## src/rtl/ddr_wpg_pkg.sv

```systemverilog
package ddr_wpg_pkg;

    typedef enum logic [2:0] {
        OP_NOP = 3'd0,
        OP_ACT = 3'd1,
        OP_WR  = 3'd2,
        OP_WRA = 3'd3,
        OP_PRE = 3'd4
    } op_e;

    typedef enum logic [1:0] {
        LANE_IDLE,
        LANE_STREAM,
        LANE_MASK,
        LANE_AUTO
    } lane_e;

    typedef enum logic {
        BK_SHUT,
        BK_LIVE
    } bank_e;

endpackage

```

## src/rtl/wpg_bank_timer.sv

```systemverilog
module wpg_bank_timer
    import ddr_wpg_pkg::*;
#(
    parameter int BURST_LEN = 8,
    parameter int T_WR      = 3,
    parameter int T_RP      = 3,
    parameter int T_RAS     = 14
) (
    input  logic clk,
    input  logic rst,
    input  logic ev_act,
    input  logic ev_wr,
    input  logic ev_tail,
    input  logic ev_pre,
    input  logic ev_cut,
    input  logic ev_wra,
    input  logic in_window,
    output logic is_open,
    output logic pre_ok,
    output logic act_ok
);
    localparam int CW = $clog2(BURST_LEN + T_WR + T_RAS + T_RP + 1);
    localparam logic [CW-1:0] LD_RAS  = CW'(T_RAS - 1);
    localparam logic [CW-1:0] LD_WRF  = CW'(BURST_LEN + T_WR - 1);
    localparam logic [CW-1:0] LD_TAIL = CW'(T_WR - 1);
    localparam logic [CW-1:0] LD_RP   = CW'(T_RP - 1);
    localparam logic [CW-1:0] LD_CUT  = CW'(T_WR + T_RP - 1);
    localparam logic [CW-1:0] WR_SPAN = CW'(BURST_LEN + T_WR);

    bank_e          st;
    logic [CW-1:0]  ras_q, wr_q, rp_q;
    logic [CW-1:0]  span, wra_ld;

    // internal precharge of an auto-precharge write waits for the later of
    // full-burst recovery and the remaining activate-to-precharge time
    always_comb begin
        span   = (ras_q > WR_SPAN) ? ras_q : WR_SPAN;
        wra_ld = span + LD_RP;
    end

    always_ff @(posedge clk) begin
        if (rst) begin
            st    <= BK_SHUT;
            ras_q <= '0;
            wr_q  <= '0;
            rp_q  <= '0;
        end else begin
            ras_q <= (ras_q == '0) ? '0 : ras_q - 1'b1;
            wr_q  <= (wr_q  == '0) ? '0 : wr_q  - 1'b1;
            rp_q  <= (rp_q  == '0) ? '0 : rp_q  - 1'b1;
            if (ev_act) begin
                st    <= BK_LIVE;
                ras_q <= LD_RAS;
                wr_q  <= '0;
            end
            if (ev_wr)   wr_q <= LD_WRF;
            if (ev_tail) wr_q <= LD_TAIL;
            if (ev_pre) begin
                st   <= BK_SHUT;
                rp_q <= ev_cut ? LD_CUT : LD_RP;
            end
            if (ev_wra) begin
                st   <= BK_SHUT;
                rp_q <= wra_ld;
            end
        end
    end

    always_comb begin
        is_open = (st == BK_LIVE);
        pre_ok  = is_open && (ras_q == '0) && ((wr_q == '0) || in_window);
        act_ok  = !is_open && (rp_q == '0);
    end

endmodule

```

## src/rtl/wpg_data_lane.sv

```systemverilog
module wpg_data_lane
    import ddr_wpg_pkg::*;
#(
    parameter int BURST_LEN = 8,
    parameter int BANK_W    = 2
) (
    input  logic              clk,
    input  logic              rst,
    input  logic              go_wr,
    input  logic              go_wra,
    input  logic              go_cut,
    input  logic [BANK_W-1:0] go_bank,
    output logic              dqs_en,
    output logic              dm,
    output logic              cut_window,
    output logic              auto_busy,
    output logic [BANK_W-1:0] lane_bank
);
    localparam int LW = (BURST_LEN > 2) ? $clog2(BURST_LEN) : 1;
    localparam logic [LW-1:0] LAST = LW'(BURST_LEN - 1);

    lane_e            st, st_n;
    logic [LW-1:0]    left, left_n;
    logic [BANK_W-1:0] bank_q, bank_n;

    always_ff @(posedge clk) begin
        if (rst) begin
            st     <= LANE_IDLE;
            left   <= '0;
            bank_q <= '0;
        end else begin
            st     <= st_n;
            left   <= left_n;
            bank_q <= bank_n;
        end
    end

    always_comb begin
        st_n   = st;
        left_n = left;
        bank_n = bank_q;
        if (go_wr || go_wra) begin
            st_n   = go_wr ? LANE_STREAM : LANE_AUTO;
            left_n = LAST;
            bank_n = go_bank;
        end else begin
            unique case (st)
                LANE_IDLE: begin
                end
                LANE_STREAM: begin
                    if (left == '0) begin
                        st_n = LANE_IDLE;
                    end else begin
                        left_n = left - 1'b1;
                        if (go_cut) st_n = LANE_MASK;
                    end
                end
                LANE_MASK, LANE_AUTO: begin
                    if (left == '0) st_n = LANE_IDLE;
                    else            left_n = left - 1'b1;
                end
            endcase
        end
    end

    always_comb begin
        dqs_en     = (st != LANE_IDLE);
        dm         = (st == LANE_MASK);
        cut_window = (st == LANE_STREAM) && (left != '0);
        auto_busy  = (st == LANE_AUTO) && (left != '0);
        lane_bank  = bank_q;
    end

endmodule

```

## src/rtl/ddr_wr_pre_guard.sv

```systemverilog
module ddr_wr_pre_guard
    import ddr_wpg_pkg::*;
#(
    parameter int NUM_BANKS = 4,
    parameter int BANK_W    = $clog2(NUM_BANKS),
    parameter int BURST_LEN = 8,
    parameter int T_WR      = 3,
    parameter int T_RP      = 3,
    parameter int T_RAS     = 14
) (
    input  logic                 clk,
    input  logic                 rst,
    input  logic [2:0]           cmd_op,
    input  logic [BANK_W-1:0]    cmd_bank,
    output logic [NUM_BANKS-1:0] pre_ok,
    output logic [NUM_BANKS-1:0] act_ok,
    output logic                 dqs_en,
    output logic                 dm,
    output logic                 proto_err
);
    logic [NUM_BANKS-1:0] open_v;
    logic                 is_act, is_wr, is_wra, is_pre, sel_open;
    logic                 cmd_err, go_act, go_wr, go_wra, go_pre, go_cut, start_any;
    logic                 cut_window, auto_busy;
    logic [BANK_W-1:0]    lane_bank;

    always_comb begin
        is_act   = (cmd_op == OP_ACT);
        is_wr    = (cmd_op == OP_WR);
        is_wra   = (cmd_op == OP_WRA);
        is_pre   = (cmd_op == OP_PRE);
        sel_open = open_v[cmd_bank];
        cmd_err  = (is_act && sel_open)
                 || ((is_wr || is_wra || is_pre) && !sel_open)
                 || ((is_wr || is_wra) && auto_busy);
        go_act    = is_act && !cmd_err;
        go_wr     = is_wr  && !cmd_err;
        go_wra    = is_wra && !cmd_err;
        go_pre    = is_pre && !cmd_err;
        go_cut    = go_pre && cut_window && (lane_bank == cmd_bank);
        start_any = go_wr || go_wra;
    end

    always_ff @(posedge clk) begin
        if (rst) proto_err <= 1'b0;
        else     proto_err <= cmd_err;
    end

    wpg_data_lane #(
        .BURST_LEN (BURST_LEN),
        .BANK_W    (BANK_W)
    ) u_lane (
        .clk        (clk),
        .rst        (rst),
        .go_wr      (go_wr),
        .go_wra     (go_wra),
        .go_cut     (go_cut),
        .go_bank    (cmd_bank),
        .dqs_en     (dqs_en),
        .dm         (dm),
        .cut_window (cut_window),
        .auto_busy  (auto_busy),
        .lane_bank  (lane_bank)
    );

    for (genvar b = 0; b < NUM_BANKS; b++) begin : g_bank
        logic hit, mine;
        always_comb begin
            hit  = (cmd_bank == BANK_W'(b));
            mine = cut_window && (lane_bank == BANK_W'(b));
        end
        wpg_bank_timer #(
            .BURST_LEN (BURST_LEN),
            .T_WR      (T_WR),
            .T_RP      (T_RP),
            .T_RAS     (T_RAS)
        ) u_timer (
            .clk       (clk),
            .rst       (rst),
            .ev_act    (go_act && hit),
            .ev_wr     (go_wr && hit),
            .ev_tail   (start_any && mine && !hit),
            .ev_pre    (go_pre && hit),
            .ev_cut    (go_cut && hit),
            .ev_wra    (go_wra && hit),
            .in_window (mine),
            .is_open   (open_v[b]),
            .pre_ok    (pre_ok[b]),
            .act_ok    (act_ok[b])
        );
    end

endmodule

```

## config.mk

```make
export PLATFORM = sky130hd
export DESIGN_NAME = ddr_wr_pre_guard
export DESIGN_NICKNAME = d
export VERILOG_FILES = /design/src/rtl/ddr_wpg_pkg.sv /design/src/rtl/wpg_bank_timer.sv /design/src/rtl/wpg_data_lane.sv /design/src/rtl/ddr_wr_pre_guard.sv
export SDC_FILE = /design/constraint.sdc
export NUM_CORES = 1
export LEC_CHECK = 0
export CAP_MARGIN = 15
export CORE_MARGIN = 3
export CORE_UTILIZATION = 38
export DETAILED_ROUTE_END_ITERATION = 8
export PLACE_DENSITY_LB_ADDON = 0.05
export RECOVER_POWER = 50
export SYNTH_ARGS = -nofsm -noshare
export SYNTH_HDL_FRONTEND = slang
export SYNTH_SLANG_ARGS = --single-unit
```

## constraint.sdc

```tcl
create_clock -name clk -period 3.4 [get_ports clk]
set_input_delay 0.51 -clock clk [delete_from_list [all_inputs] [get_ports clk]]
set_output_delay 0.51 -clock clk [all_outputs]
set_load 0.02 [all_outputs]
```

==> out/qor.yml, run 1 <==
power_and_ir_drop:
  power_frac_comb_pct: 46.9
  power_frac_seq_pct: 36.2
  netSwitchingFraction_pct: 39.2
  p_int_mw: 2.24
  leakage_nw: 1.70
  power.density_mw_per_mm2: 810
  p_switching_mw: 1.45
  clkPwrFrac_pct: 16.9
  ir_drop_uv: 413
logic_synthesis:
  syn-num-nets: 556
  syn_inst: 526
  netlist_top_cells_area: "dfxtp_1, ha_1, nor2_1, nor3_1, xnor2_1"
  async_reset_ff_share_pct: 0
  synth_most_common_cell: "dfxtp_1"
  syn_area_mm2: 0.00422
  synth_top_area_share_pct: 34.2
  synth_edf_count: 0
  synthDistinctLibCells: 61
  ys_warn_count: 0
  syn_area_per_cell_um2: 8.02
  synth-seq-cells: 72
  synth_ff_type: "dfxtp_1"
  synth_largest_area_cell: "dfxtp_1"
  ys_seq_area_share_pct: 34.2
  synthTopCellsByCount: "dfxtp_1, nor2_1, nor3_1"
timing:
  hold_viol_final: 0
  setup_viol: 0
  fmax_ghz: 0.325
  report.final.slew_viol_count: 0
  period_share_pct: 90.4
  worst_pin_slew_ns: 1.08
  tns_ns: 0
  rsz0062_at_grt: "false"
  skew_ns: 0.00603
  maxSlewHeadroom_pct: 27.7
  fin_crit_ns: 3.07
placement:
  hpwl_um: 7530
  io_buffers: 17
  placed_cells: 654
  routabilityCongestion: 0.821
min_path:
  hp-class: "flop to flop"
  hold_depth: 1
floorplanning:
  num_rows: 37
  num_io_pins: 18
  start_util_pct: 39.9
  die_h_um: 111
  dieArea_mm2: 0.0124
  fp.coreArea_mm2: 0.0106
  dieWidth_um: 111
worst_setup_path:
  r2r_slack_ns: 1.06
  path_cells: "dlygate4sd3_1 -> or3b_1 -> nor4_1 -> or2_0 -> nor3_1 -> a22o_1"
  arrival_ns: 3.33
  path_class: "input pin to flop"
  crit_family: "simple AND/OR/NAND/NOR gates"
  cp_data_required_time_ns: 3.66
  critical_path.max_stage_delay_ns: 0.85
  critical_path_depth: 6
  crit_buf_inv: 1
  end_kind: "flop"
  worst_setup_path_start_kind: "input pin"
  worst_path_max_delay_cell: "nor4_1"
  rr_worst_depth: 7
  worstPathMaxFanout: 6
drt:
  wl_um: 10500
  ant_nets: 0
  first_pass_iters: 4
  drc: 0
  drt_iter0_markers: 131
  wl_per_cell_um: 15.7
  via_per_inst: 5.31
  via_count: 3550
finish:
  syn2layout_area_growth_pct: 8.10
  drive_above_1_share_pct: 6.02
  antenna_cells: 0
  fin_cells: 668
  nets: 559
  fin_util_pct: 43.2
clock_network:
  numCtsBuffers: 9
  cts.sinks: 72
  postCtsHoldBufs: 0
  clk_path_buf_depth: 2
  clock_latency_ns: 0.36
  cts_tree: "built"
  cts_resized: 0
  cts_setup_buffers: 0
  clk_pin_slew_ns: 0.07
  htree_levels: 3
  root_buffer: "clkbuf_8"
global_routing:
  antenna_found_initial: 0
  gr-total-overflow: 0
  grt_usage_pct: 17.8
  grt_max_degree: 35
  grt_first_pass_wirelength_um: 17600
  first_global_vias: 3434
flow_run:
  max-cap-violations: 0
run_status:
  status: "complete, no violations"
[registers in the layout, indices dropped and copies added, names as in the netlist]
name / count
proto_err: 1
u_lane.left: 3
g_bank.u_timer.wr_q: 20
u_lane.st: 2
g_bank.u_timer.is_open: 4
g_bank.u_timer.rp_q: 20
u_lane.lane_bank: 2
g_bank.u_timer.ras_q: 20
[stage by stage]
stage	worst slack [ns]	instance area [um^2]	hold WS (ns)	total power, mW
final	0.327	4560	0.432	3.69
after global routing	0.0970	4560	0.455	4.07
after CTS	0.311	4600	0.441	3.75
after detailed placement	0.628	4420	0.428	3.08
after global placement	0.662	4420	0.423	3.08
after floorplan	1.46	4220	0.406	2.75
[power by group through the flow]
stage,Sequential [mW],Clock [mW],Combinational (mW)
final,1.34,0.625,1.73
after global routing,1.39,0.694,1.99
after floorplan,1.26,0,1.49
after detailed placement,1.36,0,1.73
after global placement,1.35,0,1.73
after CTS,1.34,0.661,1.75
[cell families (layout without fill, tap and decap cells)]
kind of cell / Yosys count / in the layout / share of synthesized area (%)
compound gates: 106 / 106 / 16.5
simple gates: 227 / 227 / 27.2
flops: 72 / 72 / 34.2
mux: 8 / 8 / 2.28
fa+ha+maj: 23 / 23 / 6.83
buf+inv: 60 / 66 / 6.71
xor+xnor: 30 / 30 / 6.23
[worst register-to-register path, stage by stage (launching register included)]
cell and delay [ns]:
dfxtp_1 0.33, inv_1 0.06, ha_1 0.19, nor2b_1 0.19
o211ai_1 0.88, nor2_4 0.07, or3_1 0.40, a21oi_1 0.14
[cells in the final DEF, fill, tap and decap left out, types with 11 or more instances in the layout]
master	instances
xor2_1	12
clkbuf_8	12
o21ai_0	22
dfxtp_1	72
nor2b_1	13
nor2_1	69
xnor2_1	18
nand2_1	35
ha_1	23
clkdlybuf4s50_1	11
nand3_1	14
inv_1	29
or3_1	11
nor3_1	40
a21oi_1	31
[final timing paths]
check,startpoint,end
hold reg to reg,g_bank[1].u_timer.wr_q[0],g_bank[1].u_timer.wr_q[0]
setup / recovery,cmd_op[0],g_bank[0].u_timer.wr_q[3]
hold / removal,g_bank[1].u_timer.wr_q[0],g_bank[1].u_timer.wr_q[0]
setup reg to reg,u_lane.left[1],g_bank[2].u_timer.rp_q[3]
[metal layers]
metal / wire (um) / vias up / GRT usage, %
li1: - / 1836 / -
met1: 5330 / 1660 / 24.8
met2: 4650 / 46 / 27.3
met3: 394 / 8 / 5.05
met4: 110 / 0 / 4.62
met5: 0 / - / 0
[cell type report]
cell class,count,area (um^2)
Multi-Input combinational cell,394,2460
Sequential cell,72,1440
Tap cell,136,170
Timing Repair Buffer,23,203
Inverter,29,109
Clock buffer,14,173
Fill cell,1111,6000
No activity file was read; power rests on OpenSTA's default activity.
==> run 2: changes to the inputs <==
- GPL_TIMING_DRIVEN: not set -> 0
- PLACE_DENSITY_LB_ADDON: 0.05 -> not set
- SETUP_SLACK_MARGIN: not set -> 0.3
==> run 2 against run 1 <==
- clock skew increased by 0.0044 ns
- hold slack improved by 0.0015 ns
- cell area increased by 5.1%
- first-iteration DRC count increased by 26%
- cell count increased by 3.9%
- via count increased by 4.9%
- non-clock buffer count increased by 24
- register-to-register slack got worse by 0.12 ns
- routed wire length increased by 0.99%
- highest routed layer unchanged
==> out/qor.yml, run 2 (same netlist as run 1, synthesis figures left out) <==
run_status:
  status: "complete, no violations"
global_routing:
  grt_first_pass_wirelength_um: 17600
  first_global_vias: 3568
  grt_usage_pct: 17.3
  gr-total-overflow: 0
  grt_max_degree: 13
  antenna_found_initial: 0
drt:
  first_pass_iters: 4
  via_count: 3725
  drt_iter0_markers: 165
  drc: 0
  wl_per_cell_um: 15.3
  ant_nets: 0
  via_per_inst: 5.37
  wl_um: 10600
worst_setup_path:
  worst_setup_path_start_kind: "input pin"
  reg2reg_to: "g_bank[2].u_timer.wr_q[3]"
  critical_path_depth: 8
  worst_path_max_delay_cell: "dlygate4sd3_1"
  arrival_ns: 3.10
  end_kind: "flop"
  reg2reg_from: "g_bank[0].u_timer.is_open"
  path_class: "input pin to flop"
  endpoint: "g_bank[2].u_timer.wr_q[3]"
  cp_data_required_time_ns: 3.69
  cp-startpoint: "cmd_bank[1]"
  cpMostUsedCell: "clkbuf_1"
  crit_family: "buffers and inverters"
  crit_buf_inv: 3
  r2r_slack_ns: 0.94
  rr_worst_depth: 7
  worstPathMaxFanout: 10
  path_cells: "dlygate4sd3_1 -> mux4_2 -> clkbuf_1 -> o211ai_1 -> clkbuf_1 -> nor3_1 -> a22oi_1 -> a21oi_1"
  critical_path.max_stage_delay_ns: 0.62
finish:
  mostFrequentLayoutCells: "dfxtp_1, nor2_1, nor3_1"
  nets: 583
  fin_cells: 694
  nFillCells: 1087
  final_common_cell: "dfxtp_1"
  syn2layout_area_growth_pct: 13.6
  fin_util_pct: 45.4
  drive_above_1_share_pct: 8.24
  antenna_cells: 0
  reg.largest.list: "g_bank.u_timer.ras_q x20, g_bank.u_timer.rp_q x20, g_bank.u_timer.wr_q x20"
power_and_ir_drop:
  leakage_nw: 1.87
  power.density_mw_per_mm2: 839
  netSwitchingFraction_pct: 37.5
  ir_drop_uv: 625
  power_frac_seq_pct: 32.3
  power_frac_comb_pct: 46.3
  p_int_mw: 2.51
  p_switching_mw: 1.51
  clkPwrFrac_pct: 21.4
timing:
  fin_crit_ns: 2.81
  hold_viol_final: 0
  setup_viol: 0
  maxSlewHeadroom_pct: 32.7
  period_share_pct: 82.7
  worst_pin_slew_ns: 1.01
  tns_ns: 0
  fmax_ghz: 0.355
  report.final.slew_viol_count: 0
  holdWs_ns: 0.434
  rsz0062_at_grt: "false"
  skew_ns: 0.0105
clock_network:
  numCtsBuffers: 9
  root_buffer: "clkbuf_8"
  cts_tree: "built"
  clk_path_buf_depth: 2
  htree_levels: 3
  clock_latency_ns: 0.36
  cts_setup_buffers: 0
  cts.sinks: 72
  clk_pin_slew_ns: 0.07
placement:
  hpwl_um: 7660
  io_buffers: 16
  routabilityCongestion: 0.814
  placed_cells: 678
floorplanning:
  fp.coreArea_mm2: 0.0106
  dieArea_mm2: 0.0124
  dieWidth_um: 111
  start_util_pct: 39.9
  num_io_pins: 18
  die_h_um: 111
  num_rows: 37
flow_run:
  max-cap-violations: 0
min_path:
  hp-class: "flop to flop"
run 2: cell types whose count changed in the layout (fill, tap and decap cells not counted), sizes merged:
cell,delta
clkbuf,+15
bufinv,+3
clkdlybuf4s50,-4
clkinvlp,+1
dlymetal6s2s,+4
clkinv,+1
buf,+6
run 2: worst min-delay path by stage:
| stage | start | endpoint | cells after the start |
|---|---|---|---|
| after global routing | g_bank[3].u_timer.wr_q[0] | g_bank[3].u_timer.wr_q[0] | 1 |
| after floorplan | g_bank[1].u_timer.wr_q[0] | g_bank[1].u_timer.wr_q[0] | 1 |
| final | g_bank[1].u_timer.wr_q[0] | g_bank[1].u_timer.wr_q[0] | 1 |
| after detailed placement | g_bank[1].u_timer.wr_q[0] | g_bank[1].u_timer.wr_q[0] | 1 |
| after global placement | g_bank[1].u_timer.wr_q[0] | g_bank[1].u_timer.wr_q[0] | 1 |
| after CTS | g_bank[1].u_timer.wr_q[0] | g_bank[1].u_timer.wr_q[0] | 1 |
run 2: per-layer routing:
metal | GRT usage (%) | vias up | wire, um
met5 | 0 | - | 0
met4 | 4.62 | 0 | 111
met3 | 3.59 | 10 | 419
met2 | 27.9 | 79 | 4840
met1 | 23.7 | 1739 | 5220
li1 | - | 1897 | -
run 2: final cells by class:
| class | instances | area [um^2] | share of cell area [%] |
|---|---|---|---|
| flip-flops and latches | 72 | 1440 | 30.1 |
| clock buffers | 11 | 151 | 3.16 |
| inverters | 29 | 109 | 2.27 |
| well taps | 136 | 170 | 3.55 |
| repair buffers | 16 | 170 | 3.55 |
| clock inverters | 5 | 103 | 2.14 |
| plain buffers | 31 | 158 | 3.29 |
| multi-input cells | 394 | 2490 | 51.9 |
run 2: metrics by stage:
| step | instance area [um^2] | setup slack [ns] | power (mW) |
|---|---|---|---|
| after floorplan | 4220 | 1.46 | 2.75 |
| after global placement | 4550 | 0.395 | 3.11 |
| after detailed placement | 4550 | 0.417 | 3.17 |
| after CTS | 4800 | 0.358 | 4.05 |
| after global routing | 4790 | 0.460 | 4.36 |
| final | 4790 | 0.587 | 4.02 |
run 2: repair_timing:
item,CTS,global route
setup endpoints to repair,4,4
cloned,0,0
endpoints found under the hold margin,0,0
resized for setup,2,6
hold buffers,0,0
run 2: power by group through the flow:
| stage | logic, mW | clock network (mW) | registers, mW |
|---|---|---|---|
| floorplan | 1.49 | 0 | 1.26 |
| global placement | 1.80 | 0 | 1.31 |
| detailed placement | 1.86 | 0 | 1.31 |
| CTS | 1.87 | 0.881 | 1.30 |
| global route | 2.11 | 0.914 | 1.34 |
| finish | 1.86 | 0.859 | 1.30 |
==> run 3: changes to the inputs <==
- clock period: 3.4 -> 2.3 ns (I/O delays scaled with it)
==> run 3 against run 2 <==
- cell area rose by 7.5%
- sequential share of layout area shrank 1.9 points
- sequential cell count unchanged
- register-to-register slack worse by 0.80 ns
- worst setup slack lost 0.45 ns
- clock power up 49%
- sequential power is 50% higher
- clock-buffer cell count unchanged
- clock skew about the same
- combinational power is 66% higher
- critical endpoint is now pre_ok[2]
==> out/qor.yml, run 3 (same netlist as run 1, synthesis figures left out) <==
run_status:
  status: "complete, no violations"
drt:
  via_count: 3879
  ant_nets: 0
  first_pass_iters: 5
  drc: 0
  drt_iter0_markers: 217
  via_per_inst: 5.46
  wl_um: 11200
  wl_per_cell_um: 15.8
placement:
  io_buffers: 16
  routabilityCongestion: 0.814
  hpwl_um: 7660
  placed_cells: 678
timing:
  rsz0062_at_grt: "true"
  maxSlewHeadroom_pct: 45.8
  fin_crit_ns: 2.17
  holdWs_ns: 0.434
  setup_viol: 0
  hold_viol_final: 0
  fmax_ghz: 0.462
  report.final.slew_viol_count: 0
  period_share_pct: 94.2
  skew_ns: 0.0108
  worst_pin_slew_ns: 0.814
global_routing:
  grt_usage_pct: 18.0
  grt_first_pass_wirelength_um: 18200
  antenna_found_initial: 0
  first_global_vias: 3675
  grt_use_met3_pct: 3.59
  grtUsageMet1_pct: 24.3
  gr-total-overflow: 0
  busiest_layer: "met2"
  gr-usage-met2_pct: 29.6
  grt_max_degree: 13
worst_setup_path:
  cpMostUsedCell: "buf_6"
  critical_path.max_stage_delay_ns: 0.34
  path_class: "flop to primary output"
  arrival_ns: 1.82
  cp_data_required_time_ns: 1.96
  worstPathMaxFanout: 4
  worst_setup_path_start_kind: "flop"
  path_cells: "inv_2 -> ha_4 -> nand2b_4 -> buf_8 -> nand2_4 -> nor2_4 -> buf_6 -> a21oi_4 -> nor2_1 -> buf_4 -> buf_6"
  r2r_slack_ns: 0.14
  worst_path_max_delay_cell: "dfxtp_2"
  end_kind: "primary output"
clock_network:
  clk_pin_slew_ns: 0.08
  clk_path_buf_depth: 2
  numCtsBuffers: 9
  cts.sinks: 72
  root_buffer: "clkbuf_8"
  postCtsHoldBufs: 0
  htree_levels: 3
  cts_tree: "built"
  clock_latency_ns: 0.36
power_and_ir_drop:
  ir_drop_uv: 866
  power.density_mw_per_mm2: 1220
  leakage_nw: 2.00
  total_power_mw: 6.30
min_path:
  hp-class: "flop to flop"
finish:
  nets: 600
  antenna_cells: 0
  reg.largest.list: "g_bank.u_timer.ras_q x20, g_bank.u_timer.rp_q x20, g_bank.u_timer.wr_q x20"
  mostFrequentLayoutCells: "nor2_1, dfxtp_1, nand2_1, nor3_1, a21oi_1"
  drive_above_1_share_pct: 20.2
  final_common_cell: "nor2_1"
  syn2layout_area_growth_pct: 22.1
  fin_cells: 711
  nFillCells: 1057
floorplanning:
  dieArea_mm2: 0.0124
  num_rows: 37
  start_util_pct: 39.9
  die_h_um: 111
  dieWidth_um: 111
  fp.coreArea_mm2: 0.0106
  num_io_pins: 18
flow_run:
  max-cap-violations: 0
==> run 3: cell count changes in the layout (fill, tap and decap cells not counted), sizes merged <==
cell | previous run | this run
dlygate4sd2 | 0 | 3
dlygate4sd3 | 5 | 1
clkdlybuf4s15 | 0 | 1
buf | 11 | 31
dlymetal6s2s | 4 | 2
clkbuf | 31 | 37
clkdlybuf4s50 | 7 | 0
==> run 3: layer usage <==
metal	part of all wire [%]	vias up
li1	-	1928
met1	49	1855
met2	46	85
met3	4.0	11
met4	1.1	0
met5	0	-
==> run 3: critical path: cells and delay by family (launching register included) <==
kind | cells | cell delay [ns]
buffers and inverters | 5 | 0.51
and+or+nand+nor | 4 | 0.41
DFF | 1 | 0.34
adders and majority gates | 1 | 0.16
AOI/OAI and AO/OA | 1 | 0.04
==> run 3: report_power, final <==
group	leakage, nW	internal, mW	total [mW]	switching, mW
clock	0.126	0.778	1.28	0.498
sequential	0.594	1.62	1.95	0.334
combinational	1.28	1.53	3.08	1.55
total	2.00	3.92	6.30	2.38
==> run 3: repair_timing <==
action                                 CTS  global route
cloned                                   0             0
gates resized for setup                 84            39
buffers inserted                        12             5
pin swaps                               12            11
setup endpoints to repair               53            44
endpoints found under the hold margin    0             0
==> run 3: final timing paths <==
| path | cells after the start | start | endpoint |
|---|---|---|---|
| setup / recovery | 11 | u_lane.left[1] | pre_ok[2] |
| hold / removal | 1 | g_bank[1].u_timer.wr_q[0] | g_bank[1].u_timer.wr_q[0] |
| setup reg to reg | 8 | g_bank[1].u_timer.is_open | g_bank[1].u_timer.wr_q[3] |
| hold reg to reg | 1 | g_bank[1].u_timer.wr_q[0] | g_bank[1].u_timer.wr_q[0] |
==> run 3: final cells by class <==
cell class | instances | area, um^2 | area share (%)
tap | 136 | 170 | 3.31
clock buffer | 11 | 151 | 2.94
inverter | 29 | 109 | 2.11
multi-input combinational | 394 | 2710 | 52.7
sequential | 72 | 1450 | 28.2
timing repair buffer | 33 | 265 | 5.15
buffer | 31 | 184 | 3.57
clock inverter | 5 | 103 | 1.99
==> run 3: through the flow <==
| step | utilization, % | setup slack, ns | instance area, um^2 | setup TNS [ns] |
|---|---|---|---|---|
| floorplan | - | 0.520 | 4220 | 0 |
| global placement | 43.1 | -0.540 | 4550 | -11.25 |
| detailed placement | 43.1 | -0.518 | 4550 | -11.98 |
| CTS | 47.8 | 0.0971 | 5050 | 0 |
| global route | 48.8 | 0.0387 | 5150 | 0 |
| finish | 48.8 | 0.134 | 5150 | 0 |
